`config.mk`:
```
export PLATFORM = sky130hd
export DESIGN_NAME = eoc_offset_corr
export DESIGN_NICKNAME = d
export VERILOG_FILES = /design/src/rtl/eoc_pkg.sv /design/src/rtl/eoc_parity.sv /design/src/rtl/eoc_tracker.sv /design/src/rtl/eoc_apply.sv /design/src/rtl/eoc_offset_corr.sv
export SDC_FILE = /design/constraint.sdc
export NUM_CORES = 1
export LEC_CHECK = 0
export BUFFER_PORTS_ARGS = -buffer_cell sky130_fd_sc_hd__buf_2
export CAP_MARGIN = 20
export CORE_MARGIN = 5
export CORE_UTILIZATION = 54
export DETAILED_ROUTE_END_ITERATION = 10
export PLACE_DENSITY = 0.72
export SETUP_SLACK_MARGIN = 0.05
export SLEW_MARGIN = 10
export SYNTH_ARGS = -nofsm -noshare
export SYNTH_HDL_FRONTEND = slang
export SYNTH_HIERARCHICAL = 1
export SYNTH_SLANG_ARGS = --single-unit
```
`constraint.sdc`:
```
create_clock -name clk -period 3.65 [get_ports clk]
set_input_delay 0.365 -clock clk [delete_from_list [all_inputs] [get_ports clk]]
set_output_delay 0.365 -clock clk [all_outputs]
set_load 0.1 [all_outputs]
```
`src/rtl/eoc_pkg.sv`:
```
package eoc_pkg;
  localparam int TGT_W = 7;

  // black target in LSB for each select code
  function automatic logic [TGT_W-1:0] black_target(input logic [1:0] sel);
    case (sel)
      2'b00:   return TGT_W'(32);
      2'b01:   return TGT_W'(48);
      2'b10:   return TGT_W'(64);
      default: return TGT_W'(16);
    endcase
  endfunction
endpackage

```
`src/rtl/eoc_parity.sv`:
```
module eoc_parity (
  input  logic clk,
  input  logic rst,
  input  logic strobe,
  input  logic act_high,
  output logic cal_act,
  output logic cal_start,
  output logic par
);
  logic cal_q;
  logic par_q;

  assign cal_act   = act_high ? strobe : ~strobe;
  assign cal_start = cal_act & ~cal_q;
  assign par       = cal_start ? 1'b0 : par_q;

  always_ff @(posedge clk) begin
    if (rst) begin
      cal_q <= 1'b0;
      par_q <= 1'b0;
    end else begin
      cal_q <= cal_act;
      par_q <= ~par;
    end
  end
endmodule

```
`src/rtl/eoc_tracker.sv`:
```
module eoc_tracker #(
  parameter int PW    = 10,
  parameter int SHIFT = 3
) (
  input  logic          clk,
  input  logic          rst,
  input  logic          upd,
  input  logic [PW-1:0] sample,
  output logic [PW-1:0] est
);
  localparam int ACC_W = PW + SHIFT;

  logic [ACC_W-1:0] acc_q;
  logic [ACC_W-1:0] acc_nxt;

  assign est     = acc_q[ACC_W-1:SHIFT];
  assign acc_nxt = acc_q - (acc_q >> SHIFT) + {{SHIFT{1'b0}}, sample};

  always_ff @(posedge clk) begin
    if (rst)      acc_q <= '0;
    else if (upd) acc_q <= acc_nxt;
  end
endmodule

```
`src/rtl/eoc_apply.sv`:
```
module eoc_apply #(
  parameter int PW = 10,
  parameter int TW = 7
) (
  input  logic [PW-1:0] pix,
  input  logic [TW-1:0] tgt,
  input  logic [PW-1:0] est,
  output logic [PW-1:0] res
);
  localparam int SW = PW + 2;
  localparam logic signed [SW-1:0] MAXV = {2'b00, {PW{1'b1}}};

  logic signed [SW-1:0] sum;

  assign sum = $signed({2'b00, pix}) + $signed({{(SW-TW){1'b0}}, tgt})
             - $signed({2'b00, est});

  always_comb begin
    if (sum < 0)         res = '0;
    else if (sum > MAXV) res = '1;
    else                 res = sum[PW-1:0];
  end
endmodule

```
`src/rtl/eoc_offset_corr.sv`:
```
module eoc_offset_corr
  import eoc_pkg::*;
#(
  parameter int PIX_W = 10,
  parameter int SHIFT = 3
) (
  input  logic             clk,
  input  logic             rst,
  input  logic [PIX_W-1:0] pix_in,
  input  logic             clamp_strobe,
  input  logic             clamp_act_high,
  input  logic             blank_n,
  input  logic [1:0]       level_sel,
  input  logic             corr_off,
  output logic [PIX_W-1:0] pix_out,
  output logic [1:0]       extra_lat
);
  localparam int NCH = 2;

  logic cal_act, cal_start, par;
  logic [PIX_W-1:0] est_w [NCH];

  eoc_parity u_par (
    .clk      (clk),
    .rst      (rst),
    .strobe   (clamp_strobe),
    .act_high (clamp_act_high),
    .cal_act  (cal_act),
    .cal_start(cal_start),
    .par      (par)
  );

  for (genvar ch = 0; ch < NCH; ch++) begin : g_trk
    eoc_tracker #(.PW(PIX_W), .SHIFT(SHIFT)) u_trk (
      .clk   (clk),
      .rst   (rst),
      .upd   (cal_act && (par == 1'(ch))),
      .sample(pix_in),
      .est   (est_w[ch])
    );
  end

  // stage A: pixel with its channel, blanking and target
  logic [PIX_W-1:0] a_pix;
  logic             a_par, a_blank_n;
  logic [TGT_W-1:0] a_tgt;
  // stage B: corrected value
  logic [PIX_W-1:0] b_pix;
  logic             b_blank_n;
  logic [PIX_W-1:0] corr_val;

  eoc_apply #(.PW(PIX_W), .TW(TGT_W)) u_app (
    .pix(a_pix),
    .tgt(a_tgt),
    .est(est_w[a_par]),
    .res(corr_val)
  );

  always_ff @(posedge clk) begin
    if (rst) begin
      a_pix     <= '0;
      a_par     <= 1'b0;
      a_blank_n <= 1'b0;
      a_tgt     <= '0;
      b_pix     <= '0;
      b_blank_n <= 1'b0;
      pix_out   <= '0;
      extra_lat <= 2'd0;
    end else begin
      a_pix     <= pix_in;
      a_par     <= par;
      a_blank_n <= blank_n;
      a_tgt     <= black_target(level_sel);
      b_pix     <= corr_val;
      b_blank_n <= a_blank_n;
      if (corr_off) pix_out <= blank_n ? pix_in : '0;
      else          pix_out <= b_blank_n ? b_pix : '0;
      extra_lat <= corr_off ? 2'd0 : 2'd2;
    end
  end
endmodule

```
* After elaboration in Yosys (flattened, before gate mapping) *
Cells that the tools add are included.
Widths: inputs -> output; s select.

operators by class
  $add $sub $neg = 6
  multiply operators = 0
  divide/modulo/power cells = 0
  $lt $le $gt $ge = 3
  equal/unequal tests = 2
  shift-type cells = 0
  mux-type cells = 11
  bitwise gates (word level) = 5
  reduce and logical (&&, ||, !) cells = 4

operators with widths
  kind                  number
  $mux 10               7
  $add 13x10->13        2
  $sub 13x10->13        2
  $pmux 7 s3            1
  $gt 12x11->1 const B  1
  $lt 12x1->1 const B   1
  $sub 11x10->12        1
  $add 10x7->11         1
  $not 1->1             3
  $eq 2x1->1 const B    1
  $eq 2x2->1 const B    1
  $ge 2x2->1 const B    1
  $logic_and 1x1->1     2
  $logic_not 2->1       1
  $mux 1                2
  $mux 2                1
  $not 1->2             1
  $reduce_or 2->1       1
  $and 1x1->1           1

storage, ports and cells
  flip-flop bits (word level) = 70
  bits in latches = 0
  memory bits (writable) = 0
  bits in read-only memories = 0
  input bits = 18
  output and inout port bits = 12
  logic and storage cells = 43
  memories kept = 0

* Depth between registers and ports, before layout *
Gate-level depths: netlist (run 1).

  word-level depth = 7
  gate-level depth with buffers = 14

* Hierarchy *
Netlist (run 1), hierarchy kept.

modules (own cells, without submodules)
  module                        instances  cells each  area each (um2)
  eoc_tracker (g_trk[1].u_trk)  1          181         1447.6
  eoc_tracker (g_trk[0].u_trk)  1          181         1443.9
  eoc_offset_corr               1          117         1371.3
  eoc_apply                     1          125         969.7
  eoc_parity                    1          9           87.6

* Worst setup path after synthesis (run 1) *
No wires, ideal clock.

  path kind = register to register
  start point = register a_par
  end point = register b_pix[7]
  setup time = 0.118 ns
  arrival = 2.920 ns
  data required time = 3.532 ns
  path slack = 0.613 ns
  stages on the path, launching flop included = 13
  period minus slack after synthesis = 3.037 ns
  path through = dfxtp_1 > buf_6 > mux2_4 > fa_1 > inv_1 > ha_1 > a21o_1 > a21oi_2 > a21oi_2 > or3_1 > a211oi_2 > nor4_2 > nor2b_1

between the ends
  cells in the longest elaborated chain, start to end = 7

ends and longest elaborated chain
  what                                                line                              RTL
  start: declaration                                  eoc_offset_corr.sv:45             logic a_par, a_blank_n;
  start signal: assignment                            eoc_offset_corr.sv:71             a_par <= par;
  $not 1->2 (not written as such) (*)                 eoc_offset_corr.sv:55             .est(est_w[a_par]),
  $mux 10 (not written as such) (*) (3 in a row)      eoc_offset_corr.sv:55
  $sub 11x10->12 (*)                                  eoc_apply.sv:16                   - $signed({2'b00, est});
  $gt 12x11->1 / $lt 12x1->1 (equally long branches)  eoc_apply.sv:20, eoc_apply.sv:19
  $mux 10 / $reduce_or 2->1 (equally long branches)   --
  end signal: assignment                              eoc_offset_corr.sv:74             b_pix <= corr_val;
  end: declaration                                    eoc_offset_corr.sv:48             logic [PIX_W-1:0] b_pix;

Every way passes the cells marked *; elsewhere a longest branch is shown, timed or not. The select of a mux whose other input is x is not followed.
A chain may end at the register's enable or synchronous reset.

* Worst setup path after layout (run 1) *
  start point = register a_par
  end point = register b_pix[9]

The elaborated chain is that of the path after synthesis.

==> results of run 1 <==
[per-layer routing]
layer	part of all wire (%)	track usage [%]	vias up
li1	-	-	1999
met1	47	25.3	1853
met2	48	32.0	71
met3	4.0	4.32	14
met4	1.5	6.14	0
met5	0	0	-
[sequential cells by signal, indices dropped and copies added, names as in the netlist]
register	flops
a_tgt	3
a_pix	10
pix_out	10
u_par/cal_q	1
a_par	1
u_par/par_q	1
a_blank_n	1
g_trk.u_trk/acc_q	26
b_blank_n	1
b_pix	10
extra_lat	1
[power by group through the flow]
stage	combinational (mW)	sequential, mW	clock (mW)
floorplan	2.50	0.991	0
global placement	2.80	1.01	0
detailed placement	2.91	1.02	0
CTS	2.93	1.00	0.653
global route	3.31	1.02	0.687
finish	2.94	0.998	0.630
[worst max path at each step]
| stage | to | depth (start not counted) | slack, ns | start |
|---|---|---|---|---|
| after floorplan | b_pix[7]$_SDFF_PP0_ | 12 | 0.61 | a_par$_SDFF_PP0_ |
| after global placement | b_pix[9]$_SDFF_PP0_ | 11 | 0.44 | a_par$_SDFF_PP0_ |
| after detailed placement | b_pix[9]$_SDFF_PP0_ | 11 | 0.29 | a_par$_SDFF_PP0_ |
| after CTS | b_pix[9]$_SDFF_PP0_ | 11 | 0.27 | a_par$_SDFF_PP0_ |
| after global routing | b_pix[9]$_SDFF_PP0_ | 11 | 0.06 | a_par$_SDFF_PP0_ |
| final | b_pix[9]$_SDFF_PP0_ | 11 | 0.22 | a_par$_SDFF_PP0_ |
[worst register-to-register path, delay by kind of cell (launching register included)]
kind,cells,cell delay (ns)
AOI/OAI and AO/OA,4,0.97
adders and majority gates,2,0.90
buffers and inverters,2,0.28
DFF,1,0.50
muxes,1,0.32
and+or+nand+nor,2,0.32
[metrics by stage]
step / hold WS (ns) / instances / instance area, µm²
2_1_floorplan: 0.414 / 616 / 5330
3_3_place_gp: 0.422 / 738 / 5370
3_5_place_dp: 0.429 / 738 / 5370
4_1_cts: 0.156 / 754 / 5580
5_1_grt: 0.167 / 754 / 5580
6_report: 0.181 / 754 / 5580
[final cells by class]
cell class                 instances  area [µm²]
inverter                         118         443
clock buffer                      10         138
multi-input combinational        390        3290
timing repair buffer              32         170
clock inverter                     6        67.6
fill                             896        4110
tap                              133         166
sequential                        65        1300
==> metrics, run 1 <==
status=finished, final reports clean; # DRC=0; initial antenna violation count=0; most frequent cells in the layout=inv_1, dfxtp_1, ha_1, nor2b_1, nor2_1; hold wc startpoint=level_sel[1]; max frequency=291 MHz; Crit Path Class=flip-flop to flip-flop; Static Leak=2.55 nW; Syn Area/Cell=roughly 8.7 µm²; Final Hold Viols=0; die area=11900 µm²; Pre-Repair DR Iteration Count=4; Place WS=0.285 ns; core footprint=9680 µm²; final wirelength=10.8 mm; CTS tree=done; Initial Utilization=a little over half; row cnt=36; FF-to-FF path depth=11; # diodes=0; Clock power frac=between 10 and 15%; IO Port Bufs=28; DR vias=between 3k and 4k; Pwr per Cell Area=819 nW/µm²; mapped cell area=5320 µm²; Routed Antenna Nets=0; P_int=2.49 mW; VDD IR-drop max=0.480 mV; DP Wirelength=between 8 and 9 mm; max incr delay on CP=0.53 ns; drt initial violations=210; io pins=30; gate count of the mapped netlist=612; Worst Hold Depth=2; setup_tns=0 ns; nature of the critical path startpoint=flip-flop; first-pass GRT wire length=18.1 mm; Worst Path Buf+Inv=2; Net Sw Frac=45.4%; Synthesis Warnings=6; CP Max Fanout=10; period utilization=94.0%; Routability Congestion=0.855; CTS clk-pin slew, worst paths=~0.070 ns; worst reg2reg startpoint=a_par$_SDFF_PP0_; largest net degree at the start of global routing=52; final setup vio count=0; Tot GR Track Use=roughly a fifth; grt total ovfl=0; RSZ-0062 raised after global routing=no; Post-CTS Resized=0; most common cell after layout, fill and taps aside=inv_1; CTS Buf Count=9; Max-cap violations=0; share of cells above drive strength 1=14.3%; Die Width=approximately 110 µm; Tmin final=3.43 ns; crit path cell chain=buf_4 > mux2_4 > fa_1 > inv_1 > ha_1 > a21oi_1 > nand3_2 > a31o_1 > a22oi_1 > o32ai_1 > nor2b_1; hold endpoint=a_tgt[5]$_SDFF_PP0_; H-tree levels=3; Post-CTS Setup Inserts=0; Clock Sinks=65; Gate power share=between 60 and 70%; Flop pwr share=between 20% and 30%; CP Data Required Time=3.85 ns; DR WL/cell=between 10 and 15 µm; vias per std cell=between 5 and 6; final-stage net count=702; slowest cell on the critical path=fa_1; Layout Skew=0.0110 ns; Die H=between 100 and 150 µm; Clock Tree Root=clkbuf_8; P_sw=~2.1 mW; synthesis-to-finish area growth=4.90%; Worst setup EP type=flip-flop; R2R setup slack=0.22 ns; Skew-Pair Late Insertion Delay=0.35 ns; CP arrival=approximately 3.6 ns; number of global-route vias before repair=3792; clock tree buffer depth=2; pins over their slew limit=0; CP delay by family, top=compound AO/OA/AOI/OAI gates; Tot Pwr=~4.6 mW; Finished Core Util=57.6%; Hold Crit Class=input port to flip-flop; post-route setup slack=about 0.22 ns; Rel. slew slack=about a third; Post-CTS Hold Fix Bufs=0; reg2reg end=b_pix[9]$_SDFF_PP0_; Worst Tran Pin Value=0.991 ns
(Power assumes the default switching activity.)
==> run 2: changes to the inputs <==
Settings changed: SYNTH_HIERARCHICAL 1 to default.
==> run 2 against run 1 <==
Compared with the run above:
- combinational power down 31%
- sequential share of layout area increased by 2.9 points
- clock-buffer cell count grew 1
- final cell count down 12%
- critical path depth is 2 lower
- setup slack improved by 0.24 ns
- sequential power down 8.3%
- synthesized area decreased by 14%
- critical path type unchanged
- highest routed layer unchanged
==> metrics, run 2 <==
status=finished, final reports clean (unchanged); Post-CTS Setup Inserts=0 (unchanged); max frequency=313 MHz (was 291 MHz); Routability Congestion=0.862 (was 0.855); Initial Utilization=55.6% (was 54.9%); pins over their slew limit=0 (unchanged); clock tree buffer depth=2 (unchanged); Final Hold Viols=0 (unchanged); synthesis-to-finish area growth=8.15% (was 4.90%); Tmin final=3.19 ns (was 3.43 ns); DR WL/cell=15.0 µm (was 14.3 µm); R2R setup slack=0.46 ns (was 0.22 ns); Rel. slew slack=41.4% (was 33.9%); crit path cell chain=mux2i_1 > fa_1 > ha_1 > and3_1 > a2bb2oi_1 > a31o_1 > nand2b_4 > and2_1 > a21oi_2 (was buf_4 > mux2_4 > fa_1 > inv_1 > ha_1 > a21oi_1 > nand3_2 > a31o_1 > a22oi_1 > o32ai_1 > nor2b_1); Worst setup EP type=flip-flop (unchanged); CTS clk-pin slew, worst paths=0.08 ns (was 0.07 ns); row cnt=33 (was 36); DP Wirelength=7.61 mm (was 8.37 mm); Crit Path Class=flip-flop to flip-flop (unchanged); grt total ovfl=0 (unchanged); Layout Skew=0.0168 ns (was 0.0110 ns); Static Leak=2.27 nW (was 2.55 nW); period utilization=87.5% (was 94.0%); Die H=102 µm (was 109 µm); Worst Tran Pin Value=0.876 ns (was 0.991 ns); slowest cell on the critical path=dfxtp_1 (was fa_1); CP arrival=3.39 ns (was 3.63 ns); Synth area leader=dfxtp_1; Fill cells=747 (was 896); hold endpoint=a_tgt[5]$_SDFF_PP0_ (unchanged); CP delay by family, top=adder cells (was compound AO/OA/AOI/OAI gates); # diodes=0 (unchanged); post-route setup slack=0.457 ns (was 0.218 ns); Largest Register=g_trk.u_trk.acc_q (was g_trk.u_trk/acc_q); number of global-route vias before repair=3758 (was 3792); setup_tns=0 ns (unchanged); die area=10400 µm² (was 11900 µm²); Worst Hold Depth=2 (unchanged); final-stage net count=641 (was 702); largest net degree at the start of global routing=47 (was 52); Tot Pwr=3.50 mW (was 4.57 mW); worst reg2reg startpoint=a_par$_SDFF_PP0_ (unchanged); final wirelength=9.97 mm (was 10.8 mm); top-area cell type share of the netlist area=28.4%; placed cell count=650 (was 738); post-route cell area=4960 µm² (was 5580 µm²); Synth Flop Type=dfxtp_1; H-tree levels=3 (unchanged); Routed Antenna Nets=0 (unchanged); Tot GR Track Use=20.7% (was 19.4%); reg2reg end=b_pix[1]$_SDFF_PP0_ (was b_pix[9]$_SDFF_PP0_); Skew-Pair Late Insertion Delay=0.34 ns (was 0.35 ns); most common cell after layout, fill and taps aside=inv_1 (unchanged); DR vias=3680 (was 3937); Hold Crit Class=input port to flip-flop (unchanged); CP Data Required Time=3.85 ns (about the same); VDD IR-drop max=0.368 mV (was 0.480 mV); Finished Layout Cells=666 (was 754); Synthesis Warnings=0 (was 6); Largest register FFs=26 (unchanged); share of cells above drive strength 1=11.8% (was 14.3%); IO Port Bufs=28 (unchanged); Pwr per Cell Area=705 nW/µm² (was 819 nW/µm²); initial antenna violation count=0 (unchanged); most common cell in the netlist=inv_1; Area after DPL=4790 µm² (was 5370 µm²); asr flop ratio synth=0%; mapped cell area=4590 µm² (was 5320 µm²); first-pass GRT wire length=17.0 mm (was 18.1 mm); Pre-Repair DR Iteration Count=4 (unchanged); Unique masters post-synth=64; RSZ-0062 raised after global routing=no (unchanged); gate count of the mapped netlist=533 (was 612); Max-cap violations=0 (unchanged); Finished Core Util=60.1% (was 57.6%); core footprint=8260 µm² (was 9680 µm²); synth cell count leaders=inv_1, dfxtp_1, ha_1; most frequent cells in the layout=inv_1, dfxtp_1, ha_1, nor2_1, a21oi_1 (was inv_1, dfxtp_1, ha_1, nor2b_1, nor2_1); Worst Path Buf+Inv=0 (was 2); max incr delay on CP=0.67 ns (was 0.53 ns); CP Max Fanout=13 (was 10); # DRC=0 (unchanged); vias per std cell=5.53 (was 5.22); Syn Area/Cell=8.61 µm² (was 8.69 µm²); CTS tree=done (unchanged); Post-CTS Resized=0 (unchanged); Post-synth EDFFs=0; Clock Tree Root=clkbuf_8 (unchanged); hold_ws=0.188 ns (was 0.181 ns); register area share after synthesis=between 20 and 30%; Clock Sinks=65 (unchanged); FF-to-FF path depth=9 (was 11); io pins=30 (unchanged); final setup vio count=0 (unchanged); Net Count, Synth=618; main area contributors after synthesis=dfxtp_1, ha_1, fa_1; drt initial violations=190 (was 210); Seq cells post-synth=65; nature of the critical path startpoint=flip-flop (unchanged); Place WS=0.512 ns (was 0.285 ns); CTS Buf Count=9 (unchanged); Die Width=102 µm (was 109 µm); Post-CTS Hold Fix Bufs=0 (unchanged); hold wc startpoint=level_sel[1] (unchanged)
[run 2: layout make-up]
type	count	area [µm²]	share of cell area (%)
clock buffers	11	141	2.85
well taps	105	131	2.65
multi-input cells	352	2840	57.1
flip-flops and latches	65	1300	26.2
repair buffers	30	155	3.13
inverters	98	368	7.41
clock inverters	5	31.3	0.630
[run 2: report_power, final]
part           internal [mW]  total (mW)  leakage, nW  switching (mW)
logic                  0.867        2.04         1.64            1.17
registers              0.827       0.915        0.535          0.0875
clock network          0.263       0.547       0.0891           0.284
[run 2: worst max-delay path by stage]
stage	from	endpoint	slack, ns	depth (start not counted)
2_1_floorplan	a_par$_SDFF_PP0_	b_pix[0]$_SDFF_PP0_	0.82	11
3_3_place_gp	a_par$_SDFF_PP0_	b_pix[0]$_SDFF_PP0_	0.61	10
3_5_place_dp	a_par$_SDFF_PP0_	b_pix[3]$_SDFF_PP0_	0.51	10
4_1_cts	a_par$_SDFF_PP0_	b_pix[3]$_SDFF_PP0_	0.47	10
5_1_grt	a_par$_SDFF_PP0_	b_pix[1]$_SDFF_PP0_	0.23	9
6_report	a_par$_SDFF_PP0_	b_pix[1]$_SDFF_PP0_	0.46	9
[run 2: cell families (layout without fill, tap and decap cells)]
| family | after synthesis | count (layout) | share of synthesized area [%] |
|---|---|---|---|
| AO/OA/AOI/OAI | 123 | 123 | 18.8 |
| XOR/XNOR | 23 | 23 | 4.39 |
| adder cells (fa/ha/maj) | 67 | 67 | 22.4 |
| buffers and inverters | 116 | 144 | 9.87 |
| flip-flops | 65 | 65 | 28.4 |
| multiplexers | 7 | 7 | 1.53 |
| other | 1 | 1 | 0.0817 |
| AND/OR/NAND/NOR | 131 | 131 | 14.6 |
[run 2: layer usage]
layer,routed length [µm],up-vias,track usage [%]
met3,475,23,3.28
li1,-,1828,-
met1,4520,1737,26.0
met4,239,0,8.27
met2,4730,92,35.5
met5,0,-,0
